===== src/rtl/hdb3rx_pkg.sv =====
package hdb3rx_pkg;

    // a substitution code spans the violating mark and the three slots before it
    localparam int unsigned SUB_SPAN = 4;

    typedef enum logic {
        POL_NEG = 1'b0,
        POL_POS = 1'b1
    } mark_pol_e;

    typedef struct packed {
        logic p;
        logic n;
    } rail_pair_t;

    typedef struct packed {
        logic      mark;
        mark_pol_e pol;
        logic      sub_hit;
        logic      bad;
    } line_event_t;

    localparam rail_pair_t RAIL_IDLE = '{p: 1'b0, n: 1'b0};
    localparam rail_pair_t RAIL_MARK = '{p: 1'b1, n: 1'b1};

    // Sort one incoming slot against the polarity history.
    function automatic line_event_t classify(
        input rail_pair_t r,
        input mark_pol_e  last_mark,
        input mark_pol_e  last_sub,
        input logic       hdb3
    );
        line_event_t ev;
        logic        repeat_pol;
        ev.mark     = r.p | r.n;
        ev.pol      = r.p ? POL_POS : POL_NEG;
        repeat_pol  = ev.mark && (ev.pol == last_mark);
        ev.sub_hit  = hdb3 && repeat_pol && (ev.pol != last_sub);
        ev.bad      = repeat_pol && !ev.sub_hit;
        return ev;
    endfunction

    function automatic rail_pair_t present(input rail_pair_t r, input logic invert);
        rail_pair_t o;
        o.p = r.p ^ invert;
        o.n = r.n ^ invert;
        return o;
    endfunction

endpackage


===== src/rtl/hdb3rx_classifier.sv =====
module hdb3rx_classifier
    import hdb3rx_pkg::*;
(
    input  logic        clk,
    input  logic        rst,
    input  rail_pair_t  rail,
    input  logic        hdb3_en,
    output line_event_t ev
);

    mark_pol_e last_mark;
    mark_pol_e last_sub;

    always_comb begin
        ev = classify(rail, last_mark, last_sub, hdb3_en);
    end

    always_ff @(posedge clk) begin
        if (rst) begin
            last_mark <= POL_NEG;
            last_sub  <= POL_POS;
        end else begin
            if (ev.mark)    last_mark <= ev.pol;
            if (ev.sub_hit) last_sub  <= ev.pol;
        end
    end

endmodule


===== src/rtl/hdb3rx_delay.sv =====
module hdb3rx_delay
    import hdb3rx_pkg::*;
#(
    parameter int unsigned DEPTH = 3
) (
    input  logic       clk,
    input  logic       rst,
    input  rail_pair_t din,
    input  logic       zap,
    output rail_pair_t tail
);

    localparam int unsigned LAST = DEPTH - 1;

    rail_pair_t line [DEPTH];

    for (genvar g = 0; g < DEPTH; g++) begin : g_stage
        if (g == 0) begin : g_head
            always_ff @(posedge clk) begin
                if (rst || zap) line[g] <= RAIL_IDLE;
                else            line[g] <= din;
            end
        end else begin : g_body
            always_ff @(posedge clk) begin
                if (rst || zap) line[g] <= RAIL_IDLE;
                else            line[g] <= line[g-1];
            end
        end
    end

    // the oldest slot is also blanked when a substitution lands
    always_comb begin
        tail = zap ? RAIL_IDLE : line[LAST];
    end

endmodule


===== src/rtl/hdb3rx_outstage.sv =====
module hdb3rx_outstage
    import hdb3rx_pkg::*;
(
    input  logic       clk,
    input  logic       rst,
    input  rail_pair_t tail,
    input  logic       bad,
    input  logic       dual_rail,
    input  logic       alt_pol,
    input  logic       ais_req,
    input  logic       alarm_test_n,
    output logic       data_o,
    output logic       aux_o
);

    rail_pair_t pick;
    rail_pair_t shown;
    logic       data_nx;
    logic       aux_nx;

    always_comb begin
        pick  = ais_req ? RAIL_MARK : tail;
        shown = present(pick, alt_pol);
        if (dual_rail) begin
            data_nx = shown.p;
            aux_nx  = shown.n;
        end else begin
            data_nx = pick.p | pick.n;
            aux_nx  = !alarm_test_n || bad;
        end
    end

    always_ff @(posedge clk) begin
        if (rst) begin
            data_o <= 1'b0;
            aux_o  <= 1'b0;
        end else begin
            data_o <= data_nx;
            aux_o  <= aux_nx;
        end
    end

endmodule


===== src/rtl/hdb3_rx_decoder.sv =====
module hdb3_rx_decoder
    import hdb3rx_pkg::*;
(
    input  logic clk,
    input  logic rst,
    input  logic line_p,
    input  logic line_n,
    input  logic hdb3_en,
    input  logic dual_rail,
    input  logic alt_pol,
    input  logic ais_req,
    input  logic alarm_test_n,
    output logic rx_data_or_p,
    output logic rx_alarm_or_n
);

    localparam int unsigned LINE_DEPTH = SUB_SPAN - 1;

    rail_pair_t  rail_in;
    line_event_t ev;
    rail_pair_t  tail;
    logic        zap;
    logic        bad_single;

    assign rail_in    = '{p: line_p, n: line_n};
    assign zap        = ev.sub_hit && !dual_rail;
    assign bad_single = ev.bad && !dual_rail;

    hdb3rx_classifier u_cls (
        .clk     (clk),
        .rst     (rst),
        .rail    (rail_in),
        .hdb3_en (hdb3_en),
        .ev      (ev)
    );

    hdb3rx_delay #(.DEPTH(LINE_DEPTH)) u_dly (
        .clk  (clk),
        .rst  (rst),
        .din  (rail_in),
        .zap  (zap),
        .tail (tail)
    );

    hdb3rx_outstage u_out (
        .clk          (clk),
        .rst          (rst),
        .tail         (tail),
        .bad          (bad_single),
        .dual_rail    (dual_rail),
        .alt_pol      (alt_pol),
        .ais_req      (ais_req),
        .alarm_test_n (alarm_test_n),
        .data_o       (rx_data_or_p),
        .aux_o        (rx_alarm_or_n)
    );

endmodule


===== config.mk =====
export PLATFORM = sky130hd
export DESIGN_NAME = hdb3_rx_decoder
export DESIGN_NICKNAME = d
export VERILOG_FILES = /design/src/rtl/hdb3rx_pkg.sv /design/src/rtl/hdb3rx_classifier.sv /design/src/rtl/hdb3rx_delay.sv /design/src/rtl/hdb3rx_outstage.sv /design/src/rtl/hdb3_rx_decoder.sv
export SDC_FILE = /design/constraint.sdc
export NUM_CORES = 1
export LEC_CHECK = 0
export ABC_CLOCK_PERIOD_IN_PS = 1400
export BUFFER_PORTS_ARGS = -buffer_cell sky130_fd_sc_hd__buf_4
export CORE_AREA = 8 8 45 47
export CTS_BUF_LIST = sky130_fd_sc_hd__clkbuf_8
export DETAILED_ROUTE_END_ITERATION = 7
export DIE_AREA = 0 0 53 55
export GPL_TIMING_DRIVEN = 0
export PLACE_DENSITY = 0.52
export SLEW_MARGIN = 5
export SYNTH_ARGS = -nofsm -noshare
export SYNTH_HDL_FRONTEND = slang
export SYNTH_SLANG_ARGS = --single-unit

===== constraint.sdc =====
create_clock -name clk -period 1.4 [get_ports clk]
set_input_delay 0.07 -clock clk [delete_from_list [all_inputs] [get_ports clk]]
set_output_delay 0.07 -clock clk [all_outputs]
set_load 0.02 [all_outputs]

## Word level (Yosys, flattened, before mapping)

Memories as Yosys holds them, arrays and structs flattened.
Cells that the tools add are included.

- Register bits after elaboration: 4
- Bits in writable memories: 6
- Input bits: 9
- Logic and storage cells: 36
- Memories: 1

Memory list:

| memory | words | bits a word | read ports | clocked after memory_dff | wr ports | line | RTL |
|---|---|---|---|---|---|---|---|
| u_dly.line | 3 | 2 | 3 | 0 | 3 | hdb3rx_delay.sv:15 | `rail_pair_t line [DEPTH];` |

- Equality and inequality tests: 2
- Mux-type cells: 11
- Bitwise gates (word level): 7
- Reductions and logical operators: 11

Operator list:

| cell | count |
|---|---|
| $mux 2 | 5 |
| $logic_and 1x1->1 | 6 |
| $mux 1 | 6 |
| $or 1x1->1 | 5 |
| $logic_not 1->1 | 3 |
| $logic_or 1x1->1 | 2 |
| $xor 1x1->1 | 2 |
| $eq 1x1->1 | 1 |
| $ne 1x1->1 | 1 |

## Logic depth before layout (Yosys ltp)

Gate-level depths: netlist of the first run.

- Depth in word-level cells: 10
- Depth in mapped cells: 3

## Cells and area by module

From an unflattened synthesis of the first run, not the netlist that was laid out.

- Cells, all modules: 44
- Area total of the unflattened synthesis: 425.4 µm²

Modules (own cells, without submodules):

| module | instances | cells an instance | area each (µm²) | sequential area each (µm²) |
|---|---|---|---|---|
| hdb3rx_delay | 1 | 14 | 177.7 | 120.1 |
| hdb3rx_classifier | 1 | 18 | 136.4 | 40.0 |
| hdb3rx_outstage | 1 | 10 | 98.8 | 40.0 |
| hdb3_rx_decoder | 1 | 2 | 12.5 | 0.0 |

## Least setup slack after synthesis of the first run

No wires, ideal clock.

- Kind: reg2reg
- From: register u_cls.last_mark
- To: memory u_dly.line[0][1] in the netlist's numbering
- Library setup time: 0.132 ns
- Arrival: 0.990 ns
- Slack: 0.278 ns
- Stages on the path, launching flop included: 4
- Clock period less this slack: 1.122 ns
- Path through: dfxtp_1 -> nand4bb_1 -> a211oi_2 -> nor3b_1

RTL lines:

| element | line | RTL |
|---|---|---|
| start, declared | hdb3rx_classifier.sv:11 | `mark_pol_e last_mark;` |
| start signal, assigned | hdb3rx_classifier.sv:23 | `if (ev.mark) last_mark <= ev.pol;` |
| end, declared | hdb3rx_delay.sv:15 |  |

==> results.sh, run 1 <==
export IMPL_tritoncts_num_sinks=10
export IMPL_final_hold_violation_count=0
export IMPL_placement_cell_area_um2=507
export IMPL_grt_antenna_before_repair=0
export IMPL_final_min_period_over_clock_period=0.886
export IMPL_fp_dieW_um=53
export IMPL_cts_post_setup_buffers_inserted=0
export IMPL_start_kind="register"
export IMPL_dieArea_mm2=0.00292
export IMPL_timing_critical_path_slowest_cell_delay_ns=0.38
export IMPL_finalWirelength_um=885
export IMPL_clk_insertion_delay_late_ns=0.23
export IMPL_finish_cell_count_without_fillers=72
export IMPL_cts_repair_resize_count=0
export IMPL_syn_nets=51
export IMPL_tmin_final_ns=1.24
export IMPL_num_vias=363
export IMPL_synth_top_cells_by_area="sky130_fd_sc_hd__dfxtp_1 (49%), sky130_fd_sc_hd__nor3b_1 (9.1%), sky130_fd_sc_hd__a21oi_1 (4.9%)"
export IMPL_critical_path_max_fanout=7
export IMPL_cts_tree="built"
export IMPL_start_util=0.297
export IMPL_crit_path_cell_trace="nand4bb_1, a211oi_4, nor3b_1"
export IMPL_place_gp_congestion=0.725
export IMPL_drtPass1Iterations=4
export IMPL_cp_data_required_time_ns=1.50
export IMPL_drv_slew=0
export IMPL_final_setup_skew_ns=0.00177
export IMPL_critPathKind="register to register"
export IMPL_rrSetupSlack_ns=0.16
export IMPL_count_of_hold_fix_buffers_inserted_at_cts=0
export IMPL_final_setup_viol_count=0
export IMPL_htree_levels=1
export IMPL_ys_seq_area_frac=0.486
export IMPL_final_util=0.411
export IMPL_grt_max_degree=11
export IMPL_remaining_drc_errors=0
export IMPL_post_synth_top_area_fraction=0.486
export IMPL_run_status="finished, final reports clean"
export IMPL_vdd_ir_drop_worst_v=0.000915
export IMPL_reported_max_cap_violation_count=0
export IMPL_drive_above_1_share=0.268
export IMPL_min_path_type="primary input to register"
export IMPL_layout_nets=66
export IMPL_cp_data_arrival_time_ns=1.34
export IMPL_post_syn_area_um2=412
export IMPL_clockBufferDepth=2
export IMPL_number_of_port_buffers=10
export IMPL_synthDominantAreaCellType="sky130_fd_sc_hd__dfxtp_1"
export IMPL_placementRows=14
export IMPL_first_global_vias=360
export IMPL_timing_critical_path_to_type="register"
export IMPL_first_iter_violations=6
export IMPL_root_buffer_master="sky130_fd_sc_hd__clkbuf_8"
export IMPL_globalRouteTotalUtil=0.0729
export IMPL_routed_via_density=5.04
export IMPL_power_density_mw_per_mm2=1310
export IMPL_num_fill_cells=145
export IMPL_numCtsBuffers=3
export IMPL_synth_seq_cells=10
export IMPL_slew_headroom=0.712
export IMPL_antenna_violating_nets_post_route=0
export IMPL_dp_cells=68
export IMPL_insertedDiodeCount=0
export IMPL_worst_path_max_delay_cell="sky130_fd_sc_hd__a211oi_4"
export IMPL_post_synthesis_to_final_layout_area_growth_pct=38.3
export IMPL_worst_pin_slew_ns=0.431
export IMPL_multi_input_comb_area_um2=208
export IMPL_ios=11
export IMPL_yosys_warnings=0
export IMPL_synth_cells=42
export IMPL_grt_remaining_overflow=0
export IMPL_fin_area_um2=569
export IMPL_setup_repair_after_global_routing_missed_its_margin="false"
export IMPL_power_static_leakage_nw=0.221
export IMPL_wl_per_cell_um=12.3
export IMPL_place_detailed_hpwl_um=664
export IMPL_fmaxAchievable_ghz=0.807
export IMPL_layout_area_seq_um2=200
export IMPL_grt_pass1_wl_um=1480
export IMPL_syn_mean_instance_area_um2=9.80
export IMPL_cts_clk_slew_worst_paths_ns=0.05
export IMPL_core_area_mm2=0.00138
export IMPL_height_of_the_die_um=55
export IMPL_synth_lib_cells_used_distinct=20
export IMPL_timing_setup_tns_ns=0
==> critical path: cells and delay by family, from the launching register on <==
| kind | cells | cell delay, ns |
|---|---|---|
| AND/OR/NAND/NOR | 2 | 0.38 |
| AO/OA/AOI/OAI | 1 | 0.38 |
| flip-flops | 1 | 0.35 |
==> through the flow <==
stage	power (W)	hold WS, ns	setup WS [ns]
3_5_place_dp	0.000396	0.347	0.0907
3_3_place_gp	0.000396	0.340	0.116
5_1_grt	0.000790	0.122	0.0477
2_1_floorplan	0.000355	0.187	0.278
4_1_cts	0.000759	0.102	0.0816
6_report	0.000748	0.112	0.160
==> final timing paths <==
path / startpoint / endpoint / cells past startpoint
min: line_p / u_cls.last_mark$_SDFFE_PP0N_ / 3
min reg2reg: u_dly.line[0][0]$_SDFF_PP0_ / u_dly.line[1][0]$_SDFF_PP0_ / 1
max: u_cls.last_mark$_SDFFE_PP0N_ / u_dly.line[0][1]$_SDFF_PP0_ / 3
max reg2reg: u_cls.last_mark$_SDFFE_PP0N_ / u_dly.line[0][1]$_SDFF_PP0_ / 3
==> report_power, final <==
group	switching (W)	internal, W	leakage (nW)
clock	0.000109	0.000247	0.0288
combinational	0.0000399	0.0000422	0.109
sequential	0.00000869	0.000302	0.0827
total	0.000157	0.000591	0.221
==> routing by layer <==
| metal | track usage | vias up | part of all wire |
|---|---|---|---|
| li1 | - | 184 | - |
| met1 | 0.0674 | 165 | 0.46 |
| met2 | 0.109 | 10 | 0.40 |
| met3 | 0.0401 | 4 | 0.093 |
| met4 | 0.0776 | 0 | 0.043 |
| met5 | 0 | - | 0 |
==> layout make-up <==
cell class,count,area share
sequential,10,0.352
clock buffer,4,0.0967
timing repair buffer,10,0.132
tap,16,0.0352
inverter,2,0.0132
multi-input combinational,29,0.365
buffer,1,0.00659
==> flip-flops by register name (all words and copies together) (netlist names) <==
signal           flops
u_out.data_o         1
u_out.aux_o          1
u_cls.last_mark      1
u_cls.last_sub       1
u_dly.line           6
==> cell usage after synthesis, drive strengths merged <==
cell type,n
a311oi,1
o21a,1
o22ai,1
clkbuf,1
a211oi,1
o211ai,2
inv,2
nand3b,2
nor2b,1
nor3b,5
a21boi,1
a2111o,1
dfxtp,10
nand4bb,1
or3,1
o21bai,1
o21ai,3
a21oi,4
nor3,1
nor2,2
==> logic make-up (layout without fill, tap and decap cells) <==
family / after synthesis / count (layout) / share of synthesized area
compound gates: 16 / 16 / 0.271
buf+inv: 3 / 17 / 0.0274
flops: 10 / 10 / 0.486
simple gates: 13 / 13 / 0.216
==> cells in the final DEF, fill, tap and decap left out <==
cell type                    n
sky130_fd_sc_hd__a2111o_1    1
sky130_fd_sc_hd__a211oi_4    1
sky130_fd_sc_hd__a21boi_0    1
sky130_fd_sc_hd__a21oi_1     4
sky130_fd_sc_hd__a311oi_1    1
sky130_fd_sc_hd__buf_4      10
sky130_fd_sc_hd__clkbuf_1    1
sky130_fd_sc_hd__clkbuf_8    4
sky130_fd_sc_hd__dfxtp_1    10
sky130_fd_sc_hd__inv_1       2
sky130_fd_sc_hd__nand3b_1    2
sky130_fd_sc_hd__nand4bb_1   1
sky130_fd_sc_hd__nor2_1      2
sky130_fd_sc_hd__nor2b_1     1
sky130_fd_sc_hd__nor3_1      1
sky130_fd_sc_hd__nor3b_1     5
sky130_fd_sc_hd__o211ai_1    2
sky130_fd_sc_hd__o21a_1      1
sky130_fd_sc_hd__o21ai_0     3
sky130_fd_sc_hd__o21bai_1    1
sky130_fd_sc_hd__o22ai_1     1
sky130_fd_sc_hd__or3_1       1
Power figures use the tool's default switching activity.
==> inputs of run 2 (changes only) <==
--- a/config.mk
+++ b/config.mk
@@ -5,7 +5,7 @@
 export SDC_FILE = /design/constraint.sdc
 export NUM_CORES = 1
 export LEC_CHECK = 0
-export ABC_CLOCK_PERIOD_IN_PS = 1400
+export ABC_CLOCK_PERIOD_IN_PS = 1300
 export BUFFER_PORTS_ARGS = -buffer_cell sky130_fd_sc_hd__buf_4
 export CORE_AREA = 8 8 45 47
 export CTS_BUF_LIST = sky130_fd_sc_hd__clkbuf_8
@@ -13,7 +13,6 @@
 export DIE_AREA = 0 0 53 55
 export GPL_TIMING_DRIVEN = 0
 export PLACE_DENSITY = 0.52
-export SLEW_MARGIN = 5
 export SYNTH_ARGS = -nofsm -noshare
 export SYNTH_HDL_FRONTEND = slang
 export SYNTH_SLANG_ARGS = --single-unit
==> constraint.sdc (replaced) <==
create_clock -name clk -period 1.3 [get_ports clk]
set_input_delay 0.065 -clock clk [delete_from_list [all_inputs] [get_ports clk]]
set_output_delay 0.065 -clock clk [all_outputs]
set_load 0.02 [all_outputs]
==> results.sh, run 2 (synthesis results as in run 1) <==
export IMPL_run_status="finished, final reports clean"
export IMPL_worst_path_max_delay_cell="sky130_fd_sc_hd__a211oi_4"
export IMPL_crit_path_cell_trace="nand3b_1, a211oi_4, nor3b_1"
export IMPL_min_delay_worst_endpoint="u_cls.last_mark$_SDFFE_PP0N_"
export IMPL_critical_path_max_fanout=6
export IMPL_largest_register_ffs=6
export IMPL_height_of_the_die_um=55
export IMPL_tmin_final_ns=1.19
export IMPL_ios=11
export IMPL_layout_area_seq_um2=203
export IMPL_num_fill_cells=142
export IMPL_cts_tree="built"
export IMPL_wl_per_cell_um=12.6
export IMPL_start_kind="register"
export IMPL_timing_critical_path_slowest_cell_delay_ns=0.40
export IMPL_total_power_w=0.000815
export IMPL_root_buffer_master="sky130_fd_sc_hd__clkbuf_8"
export IMPL_final_setup_skew_ns=0.00186
export IMPL_number_of_port_buffers=10
export IMPL_top_register="u_dly.line"
export IMPL_drv_slew=0
export IMPL_core_area_mm2=0.00138
export IMPL_timing_critical_path_to_type="register"
export IMPL_grt_pass1_wl_um=1530
export IMPL_rrSetupSlack_ns=0.11
export IMPL_cts_clk_slew_worst_paths_ns=0.05
export IMPL_insertedDiodeCount=0
export IMPL_critPathKind="register to register"
export IMPL_num_vias=368
export IMPL_drive_above_1_share=0.333
export IMPL_first_iter_violations=4
export IMPL_place_detailed_hpwl_um=664
export IMPL_slew_headroom=0.712
export IMPL_r2r_start="u_cls.last_sub$_SDFFE_PP1P_"
export IMPL_dp_cells=68
export IMPL_finalWirelength_um=922
export IMPL_remaining_drc_errors=0
export IMPL_critPathBufInv=0
export IMPL_timing_final_ws_setup_ns=0.106
export IMPL_dieArea_mm2=0.00292
export IMPL_grt_antenna_before_repair=0
export IMPL_drtPass1Iterations=4
export IMPL_pre_cts_slack_ns=-0.00930
export IMPL_grt_max_degree=11
export IMPL_clockBufferDepth=2
export IMPL_start_util=0.297
export IMPL_fmaxAchievable_ghz=0.838
export IMPL_place_gp_congestion=0.725
export IMPL_cp_data_required_time_ns=1.40
export IMPL_layout_common_cells="sky130_fd_sc_hd__buf_4 (11), sky130_fd_sc_hd__dfxtp_1 (8), sky130_fd_sc_hd__nor3b_1 (5)"
export IMPL_vdd_ir_drop_worst_v=0.000955
export IMPL_final_hold_violation_count=0
export IMPL_layout_commonest_cell="sky130_fd_sc_hd__buf_4"
export IMPL_final_setup_viol_count=0
export IMPL_finish_cell_count_without_fillers=73
export IMPL_fp_dieW_um=53
export IMPL_grt_remaining_overflow=0
export IMPL_antenna_violating_nets_post_route=0
export IMPL_routed_via_density=5.04
export IMPL_htree_levels=1
export IMPL_multi_input_comb_area_um2=224
export IMPL_first_global_vias=369
export IMPL_power_density_mw_per_mm2=1370
export IMPL_path_delay_family="compound AO/OA/AOI/OAI gates"
export IMPL_tritoncts_num_sinks=10
export IMPL_layout_nets=67
export IMPL_reported_max_cap_violation_count=0
export IMPL_placementRows=14
export IMPL_clk_insertion_delay_late_ns=0.23
export IMPL_power_static_leakage_nw=0.227
export IMPL_cp_data_arrival_time_ns=1.30
export IMPL_hold_path_startpoint="line_p"
export IMPL_timing_rr_end="u_dly.line[0][1]$_SDFF_PP0_"
export IMPL_r2r_worst_path_cells=3
export IMPL_min_path_type="primary input to register"
export IMPL_post_synthesis_to_final_layout_area_growth_pct=44.7
export IMPL_numCtsBuffers=3
export IMPL_final_hold_worst_slack_ns=0.111
export IMPL_holdPathStages=3
export IMPL_worst_pin_slew_ns=0.431
export IMPL_globalRouteTotalUtil=0.0751
export IMPL_final_min_period_over_clock_period=0.918
==> run 2: cell types whose count changed in the layout (fill, tap and decap cells not counted) <==
| cell | previous run | this run |
|---|---|---|
| sky130_fd_sc_hd__buf_4 | 10 | 11 |
| sky130_fd_sc_hd__dfxtp_1 | 10 | 8 |
| sky130_fd_sc_hd__dfxtp_2 | 0 | 2 |
| sky130_fd_sc_hd__nand4bb_1 | 1 | 0 |
| sky130_fd_sc_hd__nand4bb_4 | 0 | 1 |
==> run 2: report_power, final <==
part | internal (W) | switching (W) | total, W | leakage [nW]
Sequential | 0.000326 | 0.0000109 | 0.000337 | 0.0825
Combinational | 0.0000500 | 0.0000444 | 0.0000944 | 0.116
Clock | 0.000266 | 0.000118 | 0.000384 | 0.0288
==> run 2: worst reg2reg max path, cell delays in order, from the launching register on <==
cell,delay [ns]
sky130_fd_sc_hd__dfxtp_2,0.35
sky130_fd_sc_hd__nand3b_1,0.23
sky130_fd_sc_hd__a211oi_4,0.40
sky130_fd_sc_hd__nor3b_1,0.09
==> run 2: timing repair <==
action                                  4_1_cts  5_1_grt
resized for setup                             1        3
hold buffers                                  0        0
pin swaps                                     0        1
endpoints found under the setup margin        5        6
buffers inserted                              0        1
==> run 2: area by class of cell <==
| cell class | count | share of cell area |
|---|---|---|
| buffer | 1 | 0.00630 |
| inverter | 2 | 0.0126 |
| clock buffer | 4 | 0.0924 |
| sequential | 10 | 0.340 |
| multi-input combinational | 29 | 0.376 |
| timing repair buffer | 11 | 0.139 |
| tap | 16 | 0.0336 |
==> run 2: worst max path at each step <==
stage / startpoint / end / depth (start not counted)
2_1_floorplan: u_cls.last_mark$_SDFFE_PP0N_ / u_dly.line[0][1]$_SDFF_PP0_ / 3
3_3_place_gp: u_cls.last_mark$_SDFFE_PP0N_ / u_dly.line[2][0]$_SDFF_PP0_ / 3
3_5_place_dp: u_cls.last_mark$_SDFFE_PP0N_ / u_dly.line[0][1]$_SDFF_PP0_ / 3
4_1_cts: u_cls.last_mark$_SDFFE_PP0N_ / u_dly.line[0][1]$_SDFF_PP0_ / 3
5_1_grt: u_cls.last_sub$_SDFFE_PP1P_ / u_dly.line[1][1]$_SDFF_PP0_ / 3
6_report: u_cls.last_sub$_SDFFE_PP1P_ / u_dly.line[0][1]$_SDFF_PP0_ / 3
==> run 2: metrics by stage <==
| step | util | setup TNS (ns) | area [um2] |
|---|---|---|---|
| final | 0.430 | 0 | 596 |
| after global routing | 0.430 | -0.00850 | 596 |
| after CTS | 0.411 | 0 | 569 |
| after global placement | 0.366 | 0 | 507 |
| after detailed placement | 0.366 | -0.00930 | 507 |
| after floorplan | - | 0 | 412 |
==> run 2: routing by layer <==
| layer | GRT usage | up-vias | part of all wire |
|---|---|---|---|
| met3 | 0.0401 | 4 | 0.089 |
| met1 | 0.0706 | 167 | 0.46 |
| met2 | 0.113 | 10 | 0.40 |
| li1 | - | 187 | - |
| met5 | 0 | - | 0 |
| met4 | 0.0776 | 0 | 0.041 |
==> inputs of run 3 (changes only) <==
--- a/config.mk
+++ b/config.mk
@@ -5,6 +5,7 @@
 export SDC_FILE = /design/constraint.sdc
 export NUM_CORES = 1
 export LEC_CHECK = 0
+export ABC_AREA = 1
 export ABC_CLOCK_PERIOD_IN_PS = 1300
 export BUFFER_PORTS_ARGS = -buffer_cell sky130_fd_sc_hd__buf_4
 export CORE_AREA = 8 8 45 47
==> results.sh, run 3 <==
export IMPL_run_status="finished, final reports clean"
export IMPL_tritoncts_num_sinks=10
export IMPL_num_fill_cells=149
export IMPL_core_area_mm2=0.00138
export IMPL_timing_critical_path_slowest_cell_delay_ns=0.32
export IMPL_count_of_hold_fix_buffers_inserted_at_cts=0
export IMPL_antenna_violating_nets_post_route=0
export IMPL_numCtsBuffers=3
export IMPL_insertedDiodeCount=0
export IMPL_start_kind="register"
export IMPL_placementRows=14
export IMPL_min_path_type="primary input to register"
export IMPL_place_gp_congestion=0.703
export IMPL_routed_via_density=4.25
export IMPL_syn_mean_instance_area_um2=7.60
export IMPL_ys_seq_area_frac=0.479
export IMPL_final_setup_skew_ns=0.00416
export IMPL_power_static_leakage_nw=0.284
export IMPL_final_min_period_over_clock_period=0.788
export IMPL_synth_async_sr_flop_share=0
export IMPL_finalWirelength_um=811
export IMPL_drv_slew=0
export IMPL_tmin_final_ns=1.02
export IMPL_synthDominantAreaCellType="sky130_fd_sc_hd__dfxtp_1"
export IMPL_place_detailed_hpwl_um=639
export IMPL_power_density_mw_per_mm2=1420
export IMPL_cts_tree="built"
export IMPL_synth_seq_cells=10
export IMPL_post_syn_area_um2=418
export IMPL_cts_repair_resize_count=0
export IMPL_multi_input_comb_area_um2=176
export IMPL_drtPass1Iterations=2
export IMPL_post_synthesis_to_final_layout_area_growth_pct=35.9
export IMPL_post_synth_top_area_fraction=0.479
export IMPL_syn_nets=64
export IMPL_crit_path_cell_trace="nor2_1, nand2_1, nand2_2, nand3_2, nand2_1, nand3_1, nand2_1, a21oi_2"
export IMPL_adder_cell_area_share_of_the_yosys_netlist=0
export IMPL_main_combinational_cell_family_by_area_after_synthesis="simple AND/OR/NAND/NOR gates"
export IMPL_postSynth_topFlopCell="sky130_fd_sc_hd__dfxtp_1"
export IMPL_cts_post_setup_buffers_inserted=0
export IMPL_synth_edff_count=0
export IMPL_cp_data_required_time_ns=1.43
export IMPL_htree_levels=1
export IMPL_grt_antenna_before_repair=0
export IMPL_height_of_the_die_um=55
export IMPL_root_buffer_master="sky130_fd_sc_hd__clkbuf_8"
export IMPL_synth_compound_gate_area_share=0.0749
export IMPL_worst_pin_slew_ns=0.193
export IMPL_xor_xnor_cell_area_share_of_the_yosys_netlist=0
export IMPL_fp_dieW_um=53
export IMPL_setup_repair_after_global_routing_missed_its_margin="false"
export IMPL_cpMostUsedCell="sky130_fd_sc_hd__nand2_1"
export IMPL_critPathBufInv=0
export IMPL_final_setup_viol_count=0
export IMPL_path_delay_family="simple AND/OR/NAND/NOR gates"
export IMPL_clockBufferDepth=2
export IMPL_drive_above_1_share=0.333
export IMPL_synth_top_cells_by_area="sky130_fd_sc_hd__dfxtp_1 (48%), sky130_fd_sc_hd__nand2_1 (9.9%), sky130_fd_sc_hd__inv_1 (9.0%)"
export IMPL_ios=11
export IMPL_remaining_drc_errors=0
export IMPL_vdd_ir_drop_worst_v=0.000943
export IMPL_first_iter_violations=3
export IMPL_num_vias=361
export IMPL_post_synthesis_mux_area_share=0
export IMPL_first_global_vias=338
export IMPL_start_util=0.302
export IMPL_grt_pass1_wl_um=1380
export IMPL_synth_simple_area_share=0.347
export IMPL_globalRouteTotalUtil=0.0674
export IMPL_yosys_warnings=0
export IMPL_timing_critical_path_to_type="register"
export IMPL_layout_commonest_cell="sky130_fd_sc_hd__nand2_1"
export IMPL_layout_common_cells="sky130_fd_sc_hd__nand2_1 (11), sky130_fd_sc_hd__inv_1 (10), sky130_fd_sc_hd__buf_4 (10), sky130_fd_sc_hd__dfxtp_1 (10), sky130_fd_sc_hd__nor2_1 (8)"
export IMPL_slew_headroom=0.871
export IMPL_grt_remaining_overflow=0
export IMPL_top_post_synthesis_cells_by_count="sky130_fd_sc_hd__nand2_1 (11), sky130_fd_sc_hd__dfxtp_1 (10), sky130_fd_sc_hd__inv_1 (10), sky130_fd_sc_hd__nor2_1 (8), sky130_fd_sc_hd__nand2_2 (4)"
export IMPL_layout_area_seq_um2=200
export IMPL_layout_nets=79
export IMPL_final_util=0.410
export IMPL_synth_lib_cells_used_distinct=14
export IMPL_largest_register_ffs=6
export IMPL_cts_clk_slew_worst_paths_ns=0.05
export IMPL_clk_insertion_delay_late_ns=0.23
export IMPL_timing_setup_tns_ns=0
export IMPL_worst_path_max_delay_cell="sky130_fd_sc_hd__dfxtp_1"
export IMPL_final_hold_violation_count=0
export IMPL_synth_cells=55
export IMPL_fmaxAchievable_ghz=0.976
export IMPL_wl_per_cell_um=9.54
export IMPL_post_synth_top_count_cell="sky130_fd_sc_hd__nand2_1"
export IMPL_critPathKind="register to register"
export IMPL_grt_max_degree=7
export IMPL_cp_data_arrival_time_ns=1.16
export IMPL_critical_path_max_fanout=4
export IMPL_reported_max_cap_violation_count=0
export IMPL_dieArea_mm2=0.00292
export IMPL_top_register="u_dly.line"
export IMPL_number_of_port_buffers=10
[run 3: cell type report]
cell class | count | area share
well taps | 16 | 0.0352
repair buffers | 10 | 0.132
inverters | 11 | 0.0727
multi-input cells | 34 | 0.311
flip-flops and latches | 10 | 0.352
clock buffers | 4 | 0.0969
[run 3: metal layers]
layer	vias up	track usage	share of wire
met5	-	0	0
met4	0	0.0259	0
met3	0	0.0508	0.11
met2	10	0.0996	0.42
met1	156	0.0721	0.46
li1	195	-	-
[run 3: logic make-up after synthesis]
group,after synthesis
compound gates,5
flops,10
simple gates,29
buf+inv,11
[run 3: report_power, final]
| group | internal, W | leakage [nW] | switching, W |
|---|---|---|---|
| combinational | 0.0000414 | 0.173 | 0.0000493 |
| sequential | 0.000324 | 0.0826 | 0.00000557 |
| clock | 0.000266 | 0.0288 | 0.000122 |
[run 3: per-stage QoR]
step	hold WS, ns	cells	setup slack (ns)	instance area, um2	total power (W)
6_report	0.00782	85	0.276	568	0.000808
5_1_grt	0.00436	85	0.134	568	0.000857
4_1_cts	0.00243	85	0.263	568	0.000822
3_5_place_dp	0.252	81	0.262	513	0.000427
3_3_place_gp	0.253	81	0.284	513	0.000426
2_1_floorplan	0.127	55	0.346	418	0.000387
[run 3: path summary, 6_finish.rpt]
check	end	slack, ns	from	cells past startpoint
max	u_out.data_o$_SDFF_PP0_	0.28	u_cls.last_mark$_SDFFE_PP0N_	8
min	u_out.data_o$_SDFF_PP0_	0.008	rst	2
max reg2reg	u_out.data_o$_SDFF_PP0_	0.28	u_cls.last_mark$_SDFFE_PP0N_	8
min reg2reg	u_dly.line[2][0]$_SDFF_PP0_	0.40	u_dly.line[1][0]$_SDFF_PP0_	2
